File: src/rtl/i2cps_pkg.sv
package i2cps_pkg;

   typedef enum logic [2:0] {
      ST_IDLE,
      ST_ADDR,
      ST_ADDR_ACK,
      ST_WR,
      ST_WR_ACK,
      ST_RD,
      ST_RD_ACK,
      ST_SKIP
   } slv_state_e;

   // Device address with the strap folded into the lowest address bit
   function automatic logic [6:0] dev_addr(input logic [6:0] base, input logic sel);
      return base | {6'b0, sel};
   endfunction

endpackage

File: src/rtl/i2cps_sync.sv
module i2cps_sync #(
   parameter int WIDTH  = 2,
   parameter int STAGES = 2
) (
   input  logic             clk,
   input  logic             rst_n,
   input  logic [WIDTH-1:0] d,
   output logic [WIDTH-1:0] q
);
   logic [WIDTH-1:0] stg [STAGES];

   for (genvar s = 0; s < STAGES; s++) begin : g_stage
      if (s == 0) begin : g_first
         always_ff @(posedge clk or negedge rst_n) begin
            if (!rst_n) stg[s] <= '1;
            else        stg[s] <= d;
         end
      end else begin : g_next
         always_ff @(posedge clk or negedge rst_n) begin
            if (!rst_n) stg[s] <= '1;
            else        stg[s] <= stg[s-1];
         end
      end
   end

   assign q = stg[STAGES-1];
endmodule

File: src/rtl/i2cps_bus_events.sv
module i2cps_bus_events (
   input  logic clk,
   input  logic rst_n,
   input  logic scl_s,
   input  logic sda_s,
   output logic scl_rise,
   output logic scl_fall,
   output logic start_evt,
   output logic stop_evt
);
   logic scl_d;
   logic sda_d;

   always_ff @(posedge clk or negedge rst_n) begin
      if (!rst_n) begin
         scl_d <= 1'b1;
         sda_d <= 1'b1;
      end else begin
         scl_d <= scl_s;
         sda_d <= sda_s;
      end
   end

   assign scl_rise  = scl_s & ~scl_d;
   assign scl_fall  = ~scl_s & scl_d;
   assign start_evt = scl_s & scl_d & sda_d & ~sda_s;
   assign stop_evt  = scl_s & scl_d & ~sda_d & sda_s;
endmodule

File: src/rtl/i2cps_proto.sv
module i2cps_proto
   import i2cps_pkg::*;
#(
   parameter int          DATA_W    = 8,
   parameter int          IDX_W     = 4,
   parameter logic [6:0]  ADDR_BASE = 7'h10,
   parameter logic [7:0]  CTRL_RESET = 8'h00
) (
   input  logic              clk,
   input  logic              rst_n,
   input  logic              scl_rise,
   input  logic              scl_fall,
   input  logic              start_evt,
   input  logic              stop_evt,
   input  logic              sda_s,
   input  logic              addr_sel,
   input  logic [DATA_W-1:0] rd_data,
   output logic              sda_oe,
   output logic [DATA_W-1:0] ctrl_q,
   output logic              ctrl_wr,
   output logic [IDX_W-1:0]  rd_index
);
   localparam int CNT_W    = $clog2(DATA_W + 1);
   localparam int LAST_BIT = DATA_W - 1;

   slv_state_e        state;
   logic [CNT_W-1:0]  bit_cnt;
   logic [DATA_W-1:0] shreg;
   logic              rw_bit;
   logic              got_byte;
   logic              master_ack;
   logic [6:0]        my_addr;
   logic              byte_done;

   assign my_addr   = dev_addr(ADDR_BASE, addr_sel);
   assign byte_done = (bit_cnt == CNT_W'(DATA_W));

   always_ff @(posedge clk or negedge rst_n) begin
      if (!rst_n) begin
         state      <= ST_IDLE;
         bit_cnt    <= '0;
         shreg      <= '0;
         rw_bit     <= 1'b0;
         got_byte   <= 1'b0;
         master_ack <= 1'b0;
         sda_oe     <= 1'b0;
         ctrl_q     <= CTRL_RESET[DATA_W-1:0];
         ctrl_wr    <= 1'b0;
         rd_index   <= '0;
      end else begin
         ctrl_wr <= 1'b0;
         if (stop_evt) begin
            state  <= ST_IDLE;
            sda_oe <= 1'b0;
         end else if (start_evt) begin
            state    <= ST_ADDR;
            bit_cnt  <= '0;
            sda_oe   <= 1'b0;
            rd_index <= '0;
         end else begin
            case (state)
               ST_ADDR: begin
                  if (scl_rise && !byte_done) begin
                     shreg   <= {shreg[DATA_W-2:0], sda_s};
                     bit_cnt <= bit_cnt + 1'b1;
                  end else if (scl_fall && byte_done) begin
                     if (shreg[7:1] == my_addr) begin
                        rw_bit <= shreg[0];
                        sda_oe <= 1'b1;
                        state  <= ST_ADDR_ACK;
                     end else begin
                        state <= ST_SKIP;
                     end
                  end
               end
               ST_ADDR_ACK: begin
                  if (scl_fall) begin
                     bit_cnt <= '0;
                     if (rw_bit) begin
                        shreg  <= rd_data;
                        sda_oe <= ~rd_data[LAST_BIT];
                        state  <= ST_RD;
                     end else begin
                        sda_oe   <= 1'b0;
                        got_byte <= 1'b0;
                        state    <= ST_WR;
                     end
                  end
               end
               ST_WR: begin
                  if (scl_rise && !byte_done) begin
                     shreg   <= {shreg[DATA_W-2:0], sda_s};
                     bit_cnt <= bit_cnt + 1'b1;
                  end else if (scl_fall && byte_done) begin
                     if (!got_byte) begin
                        ctrl_q   <= shreg;
                        ctrl_wr  <= 1'b1;
                        got_byte <= 1'b1;
                        sda_oe   <= 1'b1;
                        state    <= ST_WR_ACK;
                     end else begin
                        state <= ST_SKIP;
                     end
                  end
               end
               ST_WR_ACK: begin
                  if (scl_fall) begin
                     sda_oe  <= 1'b0;
                     bit_cnt <= '0;
                     state   <= ST_WR;
                  end
               end
               ST_RD: begin
                  if (scl_fall) begin
                     if (bit_cnt == CNT_W'(LAST_BIT)) begin
                        sda_oe  <= 1'b0;
                        bit_cnt <= '0;
                        state   <= ST_RD_ACK;
                     end else begin
                        shreg   <= {shreg[DATA_W-2:0], 1'b0};
                        sda_oe  <= ~shreg[LAST_BIT-1];
                        bit_cnt <= bit_cnt + 1'b1;
                     end
                  end
               end
               ST_RD_ACK: begin
                  if (scl_rise) begin
                     master_ack <= ~sda_s;
                     if (!sda_s) rd_index <= rd_index + 1'b1;
                  end else if (scl_fall) begin
                     if (master_ack) begin
                        shreg   <= rd_data;
                        sda_oe  <= ~rd_data[LAST_BIT];
                        bit_cnt <= '0;
                        state   <= ST_RD;
                     end else begin
                        state <= ST_SKIP;
                     end
                  end
               end
               default: ;
            endcase
         end
      end
   end
endmodule

File: src/rtl/strap_i2c_slave.sv
module strap_i2c_slave #(
   parameter int         DATA_W      = 8,
   parameter int         IDX_W       = 4,
   parameter int         SYNC_STAGES = 2,
   parameter logic [6:0] ADDR_BASE   = 7'h10,
   parameter logic [7:0] CTRL_RESET  = 8'h00
) (
   input  logic              clk,
   input  logic              rst_n,
   input  logic              scl_i,
   input  logic              sda_i,
   output logic              sda_oe,
   input  logic              addr_sel,
   input  logic [DATA_W-1:0] rd_data,
   output logic [IDX_W-1:0]  rd_index,
   output logic [DATA_W-1:0] ctrl_q,
   output logic              ctrl_wr
);
   if (DATA_W != 8) begin : g_bad_width
      $error("DATA_W must be 8 for a byte-oriented bus");
   end
   if (IDX_W < 1) begin : g_bad_idx
      $error("IDX_W must be at least 1");
   end
   if (SYNC_STAGES < 2) begin : g_bad_sync
      $error("SYNC_STAGES must be at least 2");
   end
   if (ADDR_BASE[0] != 1'b0) begin : g_bad_base
      $error("ADDR_BASE bit 0 is reserved for the strap");
   end

   logic [1:0] pad_sync;
   logic       scl_s;
   logic       sda_s;
   logic       scl_rise;
   logic       scl_fall;
   logic       start_evt;
   logic       stop_evt;

   i2cps_sync #(.WIDTH(2), .STAGES(SYNC_STAGES)) u_sync (
      .clk   (clk),
      .rst_n (rst_n),
      .d     ({scl_i, sda_i}),
      .q     (pad_sync)
   );

   assign scl_s = pad_sync[1];
   assign sda_s = pad_sync[0];

   i2cps_bus_events u_events (
      .clk       (clk),
      .rst_n     (rst_n),
      .scl_s     (scl_s),
      .sda_s     (sda_s),
      .scl_rise  (scl_rise),
      .scl_fall  (scl_fall),
      .start_evt (start_evt),
      .stop_evt  (stop_evt)
   );

   i2cps_proto #(
      .DATA_W     (DATA_W),
      .IDX_W      (IDX_W),
      .ADDR_BASE  (ADDR_BASE),
      .CTRL_RESET (CTRL_RESET)
   ) u_proto (
      .clk       (clk),
      .rst_n     (rst_n),
      .scl_rise  (scl_rise),
      .scl_fall  (scl_fall),
      .start_evt (start_evt),
      .stop_evt  (stop_evt),
      .sda_s     (sda_s),
      .addr_sel  (addr_sel),
      .rd_data   (rd_data),
      .sda_oe    (sda_oe),
      .ctrl_q    (ctrl_q),
      .ctrl_wr   (ctrl_wr),
      .rd_index  (rd_index)
   );
endmodule

File: config.mk
export PLATFORM = sky130hd
export DESIGN_NAME = strap_i2c_slave
export DESIGN_NICKNAME = d
export VERILOG_FILES = /design/src/rtl/i2cps_pkg.sv /design/src/rtl/i2cps_sync.sv /design/src/rtl/i2cps_bus_events.sv /design/src/rtl/i2cps_proto.sv /design/src/rtl/strap_i2c_slave.sv
export SDC_FILE = /design/constraint.sdc
export NUM_CORES = 1
export LEC_CHECK = 0
export CAP_MARGIN = 20
export CORE_UTILIZATION = 51
export DETAILED_ROUTE_END_ITERATION = 8
export HOLD_SLACK_MARGIN = 0.1
export PLACE_DENSITY = 0.79
export SLEW_MARGIN = 20
export SYNTH_ARGS = -nofsm -noshare
export SYNTH_HDL_FRONTEND = slang
export SYNTH_SLANG_ARGS = --single-unit
export TNS_END_PERCENT = 20
File: constraint.sdc
create_clock -name clk -period 2.13 [get_ports clk]
set_input_delay 0.426 -clock clk [delete_from_list [all_inputs] [get_ports clk]]
set_output_delay 0.426 -clock clk [all_outputs]
set_load 0.05 [all_outputs]
==> summary.md <==
| Metric | Value |
|---|---|
| Diodes inserted | 0 |
| Critical path capture point type | register |
| Initial antenna violation count | 0 |
| # nets final | between 200 and 250 |
| Final critical-path required period | between 2 and 2.5 ns |
| Critical Path Max Stage Delay | around 0.50 ns |
| Critical path's slowest cell | or4b_1 |
| WL met3 | ~280 um |
| Buf+Inv Stages, Crit Path | 1 |
| CP cell instances | inv_1, ha_1, and3b_1, o21ai_2, o221ai_2, or4b_1, a21oi_1 |
| 1st-iter DRT viols | roughly 160 |
| First-pass GRT wire length | ~8000 um |
| Crit share post-route | between 90% and 100% |
| Die Ht | 64.4 um |
| R2R depth | 7 |
| First drt pass iteration count | 4 |
| R2R Path End | u_proto.bit_cnt[2]$_DFFE_PN0P_ |
| Share of layout cells above drive strength 1 | roughly 25% |
| Sequential fraction of the synthesis area | 48.2% |
| GPL Wtd Cong | 0.995 |
| Largest net degree at the start of global routing | 39 |
| Filler cell count in the final layout | 295 |
| Non-Filler Instances | 270 |
| Initial Util | 53.9% |
| Sw Ratio | approximately two fifths |
| Clock share of power | about a fifth |
| CP Launch Type | register |
| Hold_ws | about 0.22 ns |
| CP arrival | 2.24 ns |
| Post-synth top cells | dfrtp_1, mux2_2, o21ai_0 |
| # port buffers | 26 |
| Detailed Route WL | about 4700 um |
| Pwr Density | 1490 nW/um2 |
| Leak | ~1.1 nW |
| Power Internal | about 0.0022 W |
| Routed vias | around 1600 |
| Combinational share of power | 46.6% |
| Synth Warn # | 0 |
| #FFs+latches synth | 38 |
| Hold buffer count at CTS | 0 |
| Cell count after placement | between 200 and 300 |
| # setup viols final | 0 |
| Data required time of the worst path | 2.36 ns |
| Chip width | between 60 and 70 um |
| MaxCap Viol Count | 0 |
| CP max FO | 8 |
| Synth top area cells | dfrtp_1, mux2_2, dfstp_2 |
| Fmax | 0.497 GHz |
| Clock sinks | 38 |
| FF+latch area | about 960 um2 |
| Switch Pwr | approximately 0.0015 W |
| Top cell type's share of synthesized area | 40.3% |
| Worst-Margin Slew | about 0.84 ns |
| WL/cell | between 15 and 20 um |
| Run status | complete, no violations |
| Grt ovf | 0 |
| EDFF count, synth | 0 |
| Routed vias/inst | approximately 6.0 |
| Core area | ~3700 um2 |
| HP Class | input port to asynchronous set/reset pin |
| WS Path Type | register to register |
| Max Buffers Root-to-Sink | 2 |
| Synthesized area per cell | between 10 and 15 um2 |
| Area leader, netlist | dfrtp_1 |
| Fin. max-slew vios | 0 |
| Cells after Synth | about 190 |
| Mapped cell area | between 1500 and 2000 um2 |
| Maximum vdd ir drop | about 0.9 mV |
| GRT Util Overall | between 20% and 30% |
| Relative slew slack | 44.0% |
| Fraction of registers with async set/reset | 100% |
| Most common cell in the netlist | dfrtp_1 |
| Routed wl met2 | 2370 um |
| Detailed placement HPWL | ~3300 um |
| CTS tree | done |
| DRT antenna net count | 0 |
| Max Clock Skew | 0.00483 ns |
| Num CTS Buffers | 5 |
| Library cells used by synthesis | 46 |
| DR top layer | met4 |
| Clock Pin Slew Worst Setup and Hold Paths | ~0.080 ns |
| RSZ-0062 raised after global routing | yes |
| DR DRC count | 0 |
| Synth Flop Type | dfrtp_1 |
| Final hold vios | 0 |
| Number of global-route vias before repair | around 1700 |
| Seq pwr share | 32.8% |
| Rows | 22 |
| Die ar. | 4150 um2 |
| Top Ports | 27 |
| Syn Nets | 201 |
| Met1 wire length | roughly 1900 um |
| Clk root buf | clkbuf_8 |
| Worst-Skew Late Latency | 0.30 ns |
| Multi-input logic area | 962 um2 |
| Reg-to-reg startpoint | u_proto.bit_cnt[0]$_DFFE_PN0P_ |
| H-tree Lvls | 2 |
| CP delay by family, top | simple AND/OR/NAND/NOR gates |
| Flop2flop setup slack | between 0.1 and 0.15 ns |
| Area Growth Syn to Fin | 25.0% |
timing repair:
item | CTS | global route
gates resized for setup | 0 | 1
endpoints found under the hold margin | 0 | 0
setup endpoints to repair | 0 | 1
setup buffers | 0 | 0
state kept, by name, indices dropped and copies added, names as in the netlist:
signal	count
u_proto.got_byte	1
u_proto.master_ack	1
u_proto.bit_cnt	4
u_proto.ctrl_q	8
u_proto.shreg	8
u_proto.sda_oe	1
u_proto.state	3
u_events.scl_d	1
u_proto.ctrl_wr	1
u_sync.stg	2
u_proto.rw_bit	1
u_events.sda_d	1
u_proto.rd_index	4
u_sync.q	2
cells by family after synthesis:
logic type | count (synthesis) | share of synthesized area (%)
compound gates | 39 | 12.9
xor+xnor | 4 | 1.76
fa+ha+maj | 3 | 1.89
buf+inv | 15 | 3.59
flops | 38 | 48.2
mux | 26 | 14.6
simple gates | 60 | 17.1
power by group through the flow:
stage / Clock [W] / Combinational [W] / Sequential (W)
2_1_floorplan: 0 / 0.000985 / 0.00138
3_5_place_dp: 0 / 0.00169 / 0.00122
4_1_cts: 0.000774 / 0.00171 / 0.00120
3_3_place_gp: 0 / 0.00164 / 0.00119
5_1_grt: 0.000799 / 0.00186 / 0.00124
6_report: 0.000763 / 0.00172 / 0.00121
placed cells by master, fill, tap and decap left out, types with 2 or more instances in the layout:
cell type        netlist  routed
dfrtp_1               32      32
a21oi_1                6       6
nand4b_1               3       3
nor4_1                 2       2
mux2i_1                2       2
xor2_1                 2       2
clkdlybuf4s50_1        0      25
xnor2_1                2       2
nand2b_1               4       4
o31ai_1                2       2
clkbuf_8               0       6
o21ai_0               17      17
ha_1                   3       3
nand2_1               10      10
nand3b_1               4       4
buf_4                  0      10
mux2_2                24      24
inv_1                  6       6
and3_1                 2       2
dfstp_2                6       6
nor2_1                14      14
nand3_1                8       8
bufinv_16              0       2
a31oi_1                3       3
nor2b_1                3       3
nor3_1                 2       2
metal layers:
metal,up-vias,global-route usage (%)
li1,744,-
met1,783,32.7
met2,67,41.7
met3,15,5.28
met4,0,13.9
met5,-,0
stage by stage:
| stage | TNS, ns | setup slack (ns) | power, W | cell area [um2] | util [%] |
|---|---|---|---|---|---|
| 6_report | 0 | 0.117 | 0.00369 | 2490 | 67.4 |
| 5_1_grt | -0.0194 | -0.0194 | 0.00390 | 2490 | 67.4 |
| 4_1_cts | 0 | 0.0718 | 0.00368 | 2480 | 67.3 |
| 3_5_place_dp | 0 | 0.0646 | 0.00291 | 2340 | 63.4 |
| 3_3_place_gp | 0 | 0.187 | 0.00283 | 2340 | 63.4 |
| 2_1_floorplan | 0 | 0.257 | 0.00236 | 1990 | - |
how the worst max path moves through the flow:
stage                                        start  slack (ns)                             end  cells after the start
floorplan           u_proto.bit_cnt[0]$_DFFE_PN0P_        0.26  u_proto.bit_cnt[2]$_DFFE_PN0P_                      7
global placement    u_proto.bit_cnt[0]$_DFFE_PN0P_        0.19  u_proto.bit_cnt[2]$_DFFE_PN0P_                      7
detailed placement  u_proto.bit_cnt[0]$_DFFE_PN0P_        0.06  u_proto.bit_cnt[2]$_DFFE_PN0P_                      7
CTS                 u_proto.bit_cnt[0]$_DFFE_PN0P_        0.07  u_proto.bit_cnt[2]$_DFFE_PN0P_                      7
global route        u_proto.bit_cnt[0]$_DFFE_PN0P_       -0.02  u_proto.bit_cnt[2]$_DFFE_PN0P_                      7
finish              u_proto.bit_cnt[0]$_DFFE_PN0P_        0.12  u_proto.bit_cnt[2]$_DFFE_PN0P_                      7
final cells by class:
type	count	share of cell area, %
clock buffer	6	3.32
clock inverter	2	2.42
inverter	8	1.31
multi-input combinational	132	38.7
sequential	38	38.6
tap	48	2.42
timing repair buffer	36	13.3
Note: power is estimated with default switching activity, not from simulation.
